<file path="src/rtl/mw_snoop_pkg.sv">
package mw_snoop_pkg;
  localparam int OP_W   = 2;
  localparam int ADDR_W = 8;
  localparam int DATA_W = 16;
  localparam int PAY_W  = OP_W + ADDR_W + DATA_W;
  localparam int CNT_W  = $clog2(PAY_W + 1);
  localparam logic [OP_W-1:0] OP_WRITE = 2'b01;

  typedef enum logic [1:0] {
    ST_HUNT,   // waiting for start bit
    ST_SHIFT,  // collecting payload
    ST_FULL,   // payload complete, select still high
    ST_PEND    // write waiting for trailing clock
  } dec_state_e;
endpackage

</file>
<file path="src/rtl/mw_sync.sv">
module mw_sync #(
  parameter int W      = 1,
  parameter int STAGES = 2
) (
  input  logic         clk,
  input  logic         rst_n,
  input  logic [W-1:0] d,
  output logic [W-1:0] q
);
  logic [STAGES-1:0] pipe [W];

  for (genvar b = 0; b < W; b++) begin : g_bit
    always_ff @(posedge clk or negedge rst_n) begin
      if (!rst_n) pipe[b] <= '0;
      else        pipe[b] <= {pipe[b][STAGES-2:0], d[b]};
    end
    assign q[b] = pipe[b][STAGES-1];
  end
endmodule

</file>
<file path="src/rtl/mw_frame_dec.sv">
module mw_frame_dec
  import mw_snoop_pkg::*;
(
  input  logic              clk,
  input  logic              rst_n,
  input  logic              arm,
  input  logic              cs_s,
  input  logic              sk_rise,
  input  logic              di_s,
  output logic              commit,
  output logic [ADDR_W-1:0] commit_addr,
  output logic [DATA_W-1:0] commit_data
);
  dec_state_e       state_q, state_n;
  logic [PAY_W-1:0] shreg_q, shreg_n;
  logic [CNT_W-1:0] cnt_q, cnt_n;
  logic             is_write;

  assign is_write    = (shreg_q[PAY_W-1 -: OP_W] == OP_WRITE);
  assign commit      = arm && (state_q == ST_PEND) && !cs_s && sk_rise;
  assign commit_addr = shreg_q[DATA_W +: ADDR_W];
  assign commit_data = shreg_q[DATA_W-1:0];

  always_comb begin
    state_n = state_q;
    shreg_n = shreg_q;
    cnt_n   = cnt_q;
    if (!arm) begin
      state_n = ST_HUNT;
    end else begin
      unique case (state_q)
        ST_HUNT: begin
          if (cs_s && sk_rise && di_s) begin
            state_n = ST_SHIFT;
            cnt_n   = '0;
          end
        end
        ST_SHIFT: begin
          if (!cs_s) begin
            state_n = ST_HUNT;
          end else if (sk_rise) begin
            shreg_n = {shreg_q[PAY_W-2:0], di_s};
            cnt_n   = cnt_q + 1'b1;
            if (cnt_q == CNT_W'(PAY_W - 1)) state_n = ST_FULL;
          end
        end
        ST_FULL: begin
          if (!cs_s) state_n = is_write ? ST_PEND : ST_HUNT;
        end
        ST_PEND: begin
          if (cs_s || sk_rise) state_n = ST_HUNT;
        end
        default: state_n = ST_HUNT;
      endcase
    end
  end

  always_ff @(posedge clk or negedge rst_n) begin
    if (!rst_n) begin
      state_q <= ST_HUNT;
      shreg_q <= '0;
      cnt_q   <= '0;
    end else begin
      state_q <= state_n;
      shreg_q <= shreg_n;
      cnt_q   <= cnt_n;
    end
  end
endmodule

</file>
<file path="src/rtl/mw_write_snoop.sv">
module mw_write_snoop
  import mw_snoop_pkg::*;
(
  input  logic              clk,
  input  logic              rst_n,
  input  logic              arm,
  input  logic              bus_cs,
  input  logic              bus_sk,
  input  logic              bus_di,
  output logic              wr_strobe,
  output logic [ADDR_W-1:0] wr_addr,
  output logic [DATA_W-1:0] wr_data
);
  logic [2:0]        sync_q;
  logic              cs_s, sk_s, di_s, sk_d, sk_rise;
  logic              commit;
  logic [ADDR_W-1:0] c_addr, addr_n;
  logic [DATA_W-1:0] c_data, data_n;

  mw_sync #(.W(3), .STAGES(2)) u_sync (
    .clk   (clk),
    .rst_n (rst_n),
    .d     ({bus_cs, bus_sk, bus_di}),
    .q     (sync_q)
  );
  assign {cs_s, sk_s, di_s} = sync_q;

  always_ff @(posedge clk or negedge rst_n) begin
    if (!rst_n) sk_d <= 1'b0;
    else        sk_d <= sk_s;
  end
  assign sk_rise = sk_s && !sk_d;

  mw_frame_dec u_dec (
    .clk         (clk),
    .rst_n       (rst_n),
    .arm         (arm),
    .cs_s        (cs_s),
    .sk_rise     (sk_rise),
    .di_s        (di_s),
    .commit      (commit),
    .commit_addr (c_addr),
    .commit_data (c_data)
  );

  always_comb begin
    addr_n = wr_addr;
    data_n = wr_data;
    if (commit) begin
      addr_n = c_addr;
      data_n = c_data;
    end
  end

  always_ff @(posedge clk or negedge rst_n) begin
    if (!rst_n) begin
      wr_strobe <= 1'b0;
      wr_addr   <= '0;
      wr_data   <= '0;
    end else begin
      wr_strobe <= commit;
      wr_addr   <= addr_n;
      wr_data   <= data_n;
    end
  end
endmodule

</file>
<file path="config.mk">
export PLATFORM = sky130hd
export DESIGN_NAME = mw_write_snoop
export DESIGN_NICKNAME = d
export VERILOG_FILES = /design/src/rtl/mw_snoop_pkg.sv /design/src/rtl/mw_sync.sv /design/src/rtl/mw_frame_dec.sv /design/src/rtl/mw_write_snoop.sv
export SDC_FILE = /design/constraint.sdc
export NUM_CORES = 1
export LEC_CHECK = 0
export ABC_AREA = 0
export BUFFER_PORTS_ARGS = -buffer_cell sky130_fd_sc_hd__buf_4
export CORE_MARGIN = 4
export CORE_UTILIZATION = 57
export DETAILED_ROUTE_END_ITERATION = 12
export PLACE_DENSITY = 0.9
export SETUP_SLACK_MARGIN = 0.05
export SYNTH_ARGS = -nofsm -noshare
export SYNTH_HDL_FRONTEND = slang
export SYNTH_SLANG_ARGS = --single-unit
</file>
<file path="constraint.sdc">
create_clock -name clk -period 1.8 [get_ports clk]
set_clock_uncertainty 0.2 [all_clocks]
set_input_delay 0.27 -clock clk [delete_from_list [all_inputs] [get_ports clk]]
set_output_delay 0.27 -clock clk [all_outputs]
set_load 0.01 [all_outputs]
</file>
After elaboration in Yosys (flattened, before gate mapping)
Cells that the tools add are included.
{"block": "classes", "n_eq_ne": 13, "mux": 13, "reduce_logical": 14, "add_sub_neg": 1}
{"operator": "$mux W2", "count": 8}
{"operator": "$mux W5", "count": 3}
{"operator": "$pmux W5 S2", "count": 1}
{"operator": "$reduce_and A5 Y1", "count": 2}
{"operator": "$ne A4 B3 Y1 const B", "count": 2}
{"operator": "$pmux W2 S4", "count": 1}
{"operator": "$logic_and A1 B1 Y1", "count": 6}
{"operator": "$ne A3 B3 Y1 const B", "count": 2}
{"operator": "$add A5 B1 Y5 const B", "count": 1}
{"operator": "$eq A5 B5 Y1 const B", "count": 1}
{"operator": "$eq A2 B1 Y1 const B", "count": 2}
{"operator": "$eq A2 B2 Y1 const B", "count": 2}
{"operator": "$ne A2 B1 Y1 const B", "count": 2}
{"operator": "$reduce_and A4 Y1", "count": 1}
{"operator": "$ne A3 B2 Y1 const B", "count": 1}
{"operator": "$logic_not A1 Y1", "count": 2}
{"operator": "$logic_not A2 Y1", "count": 1}
{"operator": "$ne A2 B2 Y1 const B", "count": 1}
{"operator": "$reduce_bool A2 Y1", "count": 1}
{"operator": "$logic_or A1 B1 Y1", "count": 1}
{"block": "word_totals", "regBits": 65, "out_inout_bits": 25, "input_bits": 6, "elab_cells": 51}

Longest topological paths before layout
{"block": "depth", "word_depth": 7, "depth_mapped": 6, "mapped_depth_nobuf": 6}

Cells and area by module
Synthesis repeated with hierarchy kept, for this count alone.
{"block": "hier_totals", "cells_unflattened": 192, "hier_area_um2": 2910.3}
{"module": "mw_frame_dec", "cells_per_inst": 129, "seq_area_each_um2": 825.8, "instances": 1, "area_per_inst_um2": 1684.1}
{"module": "mw_write_snoop", "cells_per_inst": 54, "seq_area_each_um2": 650.6, "instances": 1, "area_per_inst_um2": 1053.5}
{"module": "mw_sync", "cells_per_inst": 9, "seq_area_each_um2": 150.1, "instances": 1, "area_per_inst_um2": 172.7}

Worst setup path before layout
OpenSTA, ideal clock, no wires.
{"block": "synth_timing", "path_type": "reg-to-reg", "start": "register u_dec.state_q[1]", "end": "register u_dec.shreg_q[0]", "stages_incl_launch_ff": 6, "setup_time_ns": 0.125, "slack_ns": 0.160, "arrival_ns": 1.315, "period_less_slack_ns": 1.640, "path_buffers": 2, "required_time_ns": 1.475, "path_cell_list": "dfrtp_1 > nor2b_2 > and3b_4 > buf_6 > buf_8 > mux2_4"}
{"block": "synth_via", "elab_chain_cells": 2}
{"item": "start: declaration", "line": "mw_frame_dec.sv:14", "rtl": "dec_state_e state_q, state_n;"}
{"item": "start signal: assignment", "line": "mw_frame_dec.sv:64", "rtl": "state_q <= state_n;"}
{"item": "$eq A2 B1 Y1", "line": "mw_frame_dec.sv:31", "rtl": "unique case (state_q)"}
{"item": "$reduce_and A4 Y1 (no line)"}
{"item": "end signal: assignment", "line": "mw_frame_dec.sv:65", "rtl": "shreg_q <= shreg_n;"}
{"item": "end: declaration", "line": "mw_frame_dec.sv:15", "rtl": "logic [PAY_W-1:0] shreg_q, shreg_n;"}
No other way between the ends.
A chain may end at the register's enable or synchronous reset.

Worst setup path after layout
{"block": "layout_timing", "start": "register u_dec.state_q[1]", "end": "register u_dec.shreg_q[14]"}
Same word-level chain as after synthesis.

==> results.py <==
metrics = {
    "detailed_routing": {
        "ant_nets": 0,
        "drt_pass1_iterations": 4,
        "vias": 1477,
        "wl_per_cell_um": 17.8,
        "initialDrtViolationCount": 135,
        "vias_per_cell": 5.49,
        "drcViolationCount": 0,
        "routed_wl_um": 4800,
    },
    "timing": {
        "slew_viol_final": 0,
        "hold_viol": 0,
        "post-route-period-util": 0.957,
        "fmax_mhz": 581,
        "rsz0062_at_grt": "yes",
        "setup_tns_ps": 0,
        "fin_crit_ps": 1720,
        "relSlewSlack": 0.678,
        "layout_setup_ws_ps": 78.1,
        "setup_viol": 0,
        "tightestPinTransition_ps": 483,
    },
    "layout": {
        "area_delta_synth_final_pct": 23.2,
        "antenna_cells": 0,
        "layout.nets": 221,
        "drive_gt1_frac": 0.502,
        "filler_cell_count": 271,
    },
    "yosys": {
        "synth_top_area_frac": 0.626,
        "yosys_warnings": 0,
        "synth_top_cell_by_area": "dfrtp_1",
        "synth_edf_count": 0,
        "synth_area_mm2": 0.00260,
        "ys_seq_area_frac": 0.626,
        "synth_area_leaders": "dfrtp_1, mux2_2, mux2_4",
        "synthCells": 169,
        "synth_seq_cells": 65,
        "syn_nets": 177,
        "async_flop_share": 1.00,
        "synth.distinct_cells": 27,
        "synth_ff_type": "dfrtp_1",
        "synth_most_common_cell": "dfrtp_1",
        "syn_area_per_cell_um2": 15.4,
        "synth_common_cells": "dfrtp_1, mux2_2, o21ai_0, mux2_4",
    },
    "worst_setup_path": {
        "required_ps": 1820,
        "cp-start-kind": "flip-flop",
        "cp_max_fo": 14,
        "end_kind": "flip-flop",
        "critPathArrivalTime_ps": 1740,
        "crit_type": "reg -> reg",
    },
    "global_route": {
        "grt_usage": 0.184,
        "grt_pass1_vias": 1545,
        "grt_antenna_before_repair": 0,
        "grt.overflow.total": 0,
        "grt_pass1_wl_um": 7520,
        "grt_max_degree": 39,
    },
    "power_and_ir_drop": {
        "powerDensity_mw_per_mm2": 975,
        "leakage_nw": 1.61,
        "vdd_drop_max_v": 0.000585,
        "finalPower_mw": 3.12,
    },
    "clock_tree": {
        "max-clock-path-buffers": 2,
        "cts_buffers": 9,
        "clk_latency_ps": 340,
        "cts_tree": "yes",
        "cts_sinks": 65,
        "root_buffer": "clkbuf_8",
        "clkTransAtPathRegs_ps": 70,
        "htree_num_levels": 3,
    },
    "floorplanning": {
        "core_area_mm2": 0.00438,
        "ios": 31,
        "rows": 24,
        "die_x_um": 75.5,
        "die-area_mm2": 0.00570,
        "start_util": 0.592,
        "die_h_um": 75.5,
    },
    "placed_design": {
        "gp_congestion": 0.861,
        "dp_hpwl_um": 2860,
        "portBuffers": 30,
        "pre_cts_slack_ps": 85.7,
    },
    "flow_run": {
        "cap_viol_max_count": 0,
    },
    "status": {
        "outcome": "finished clean",
    },
    "min_path": {
        "holdCritPathClass": "in -> reg",
    },
}
## state kept, by name (all words and copies together), names as in the netlist
name / cells
u_dec.cnt_q: 5
u_dec.state_q: 2
sk_d: 1
u_sync.pipe: 3
wr_addr: 8
wr_strobe: 1
wr_data: 16
u_sync.q: 3
u_dec.shreg_q: 26
## stage by stage
stage                     utilization  hold slack (ps)  instance area (µm²)  std cells
after global routing            0.730             30.4                 3200        269
final                           0.730             41.3                 3200        269
after global placement          0.658             63.4                 2880        248
after CTS                       0.719             20.8                 3150        267
after detailed placement        0.658             63.9                 2880        248
after floorplan                     -             -226                 2600        169
## critical path, cell delays in order, from the launching register on
cell       delay [ps]
dfrtp_2           460
nor2b_2           170
and3b_4           250
clkbuf_16         190
mux2_2            350
## worst paths after layout
kind | end | slack, ps | from | cells past startpoint
max in group asynchronous | u_dec.state_q[1]$_DFFE_PN0P_ | 620 | rst_n | 3
setup reg to reg | u_dec.shreg_q[14]$_DFFE_PN0P_ | 80 | u_dec.state_q[1]$_DFFE_PN0P_ | 4
setup / recovery | u_dec.shreg_q[14]$_DFFE_PN0P_ | 80 | u_dec.state_q[1]$_DFFE_PN0P_ | 4
hold / removal | u_dec.state_q[1]$_DFFE_PN0P_ | 40 | arm | 2
min in group asynchronous | wr_data[4]$_DFFE_PN0P_ | 240 | rst_n | 2
hold reg to reg | u_sync.q[1]$_DFF_PN0_ | 150 | u_sync.pipe[2]$_DFF_PN0_ | 0
## per-layer routing
metal | vias to the layer above | global-route usage | wire length [µm]
li1 | 688 | - | -
met1 | 752 | 0.238 | 2060
met2 | 26 | 0.286 | 2440
met3 | 11 | 0.0541 | 188
met4 | 0 | 0.0913 | 108
met5 | - | 0 | 0
## power by group
group          internal (mW)  switching, mW
sequential              1.51         0.0403
combinational         0.0822         0.0856
clock                  0.887          0.516
total                   2.48          0.641
## logic make-up after synthesis
| logic type | count (synthesis) | share of synthesized area |
|---|---|---|
| multiplexers | 51 | 0.229 |
| buffers and inverters | 11 | 0.0337 |
| flip-flops | 65 | 0.626 |
| adder cells (fa/ha/maj) | 2 | 0.00963 |
| AND/OR/NAND/NOR | 24 | 0.0592 |
| AO/OA/AOI/OAI | 16 | 0.0419 |
## cells in the final DEF (no fill, tap or decap), types with 4 or more instances in the layout
| master | netlist | routed |
|---|---|---|
| dfrtp_1 | 65 | 64 |
| mux2_2 | 44 | 44 |
| buf_4 | 1 | 32 |
| clkbuf_8 | 0 | 12 |
| o21ai_0 | 7 | 7 |
| mux2_4 | 6 | 6 |
| nand2_1 | 5 | 5 |
| nand2b_1 | 5 | 5 |
| inv_1 | 4 | 4 |
| nand3_1 | 4 | 4 |
| a22o_1 | 4 | 4 |
| dlygate4sd3_1 | 0 | 4 |
## area by class of cell
type / instances / area [µm²] / share of cell area
inverters: 4 / 15.0 / 0.00469
clock buffers: 13 / 169 / 0.0528
clock inverters: 2 / 60.1 / 0.0188
repair buffers: 40 / 365 / 0.114
well taps: 52 / 65.1 / 0.0203
flip-flops and latches: 65 / 1630 / 0.509
multi-input cells: 93 / 897 / 0.280
## timing repair
action,4_1_cts,5_1_grt
gates resized for setup,0,4
hold buffers,4,0
endpoints found under the hold margin,40,0
endpoints found under the setup margin,0,47
setup buffers,0,1
Note: power is estimated with default switching activity, not from simulation.
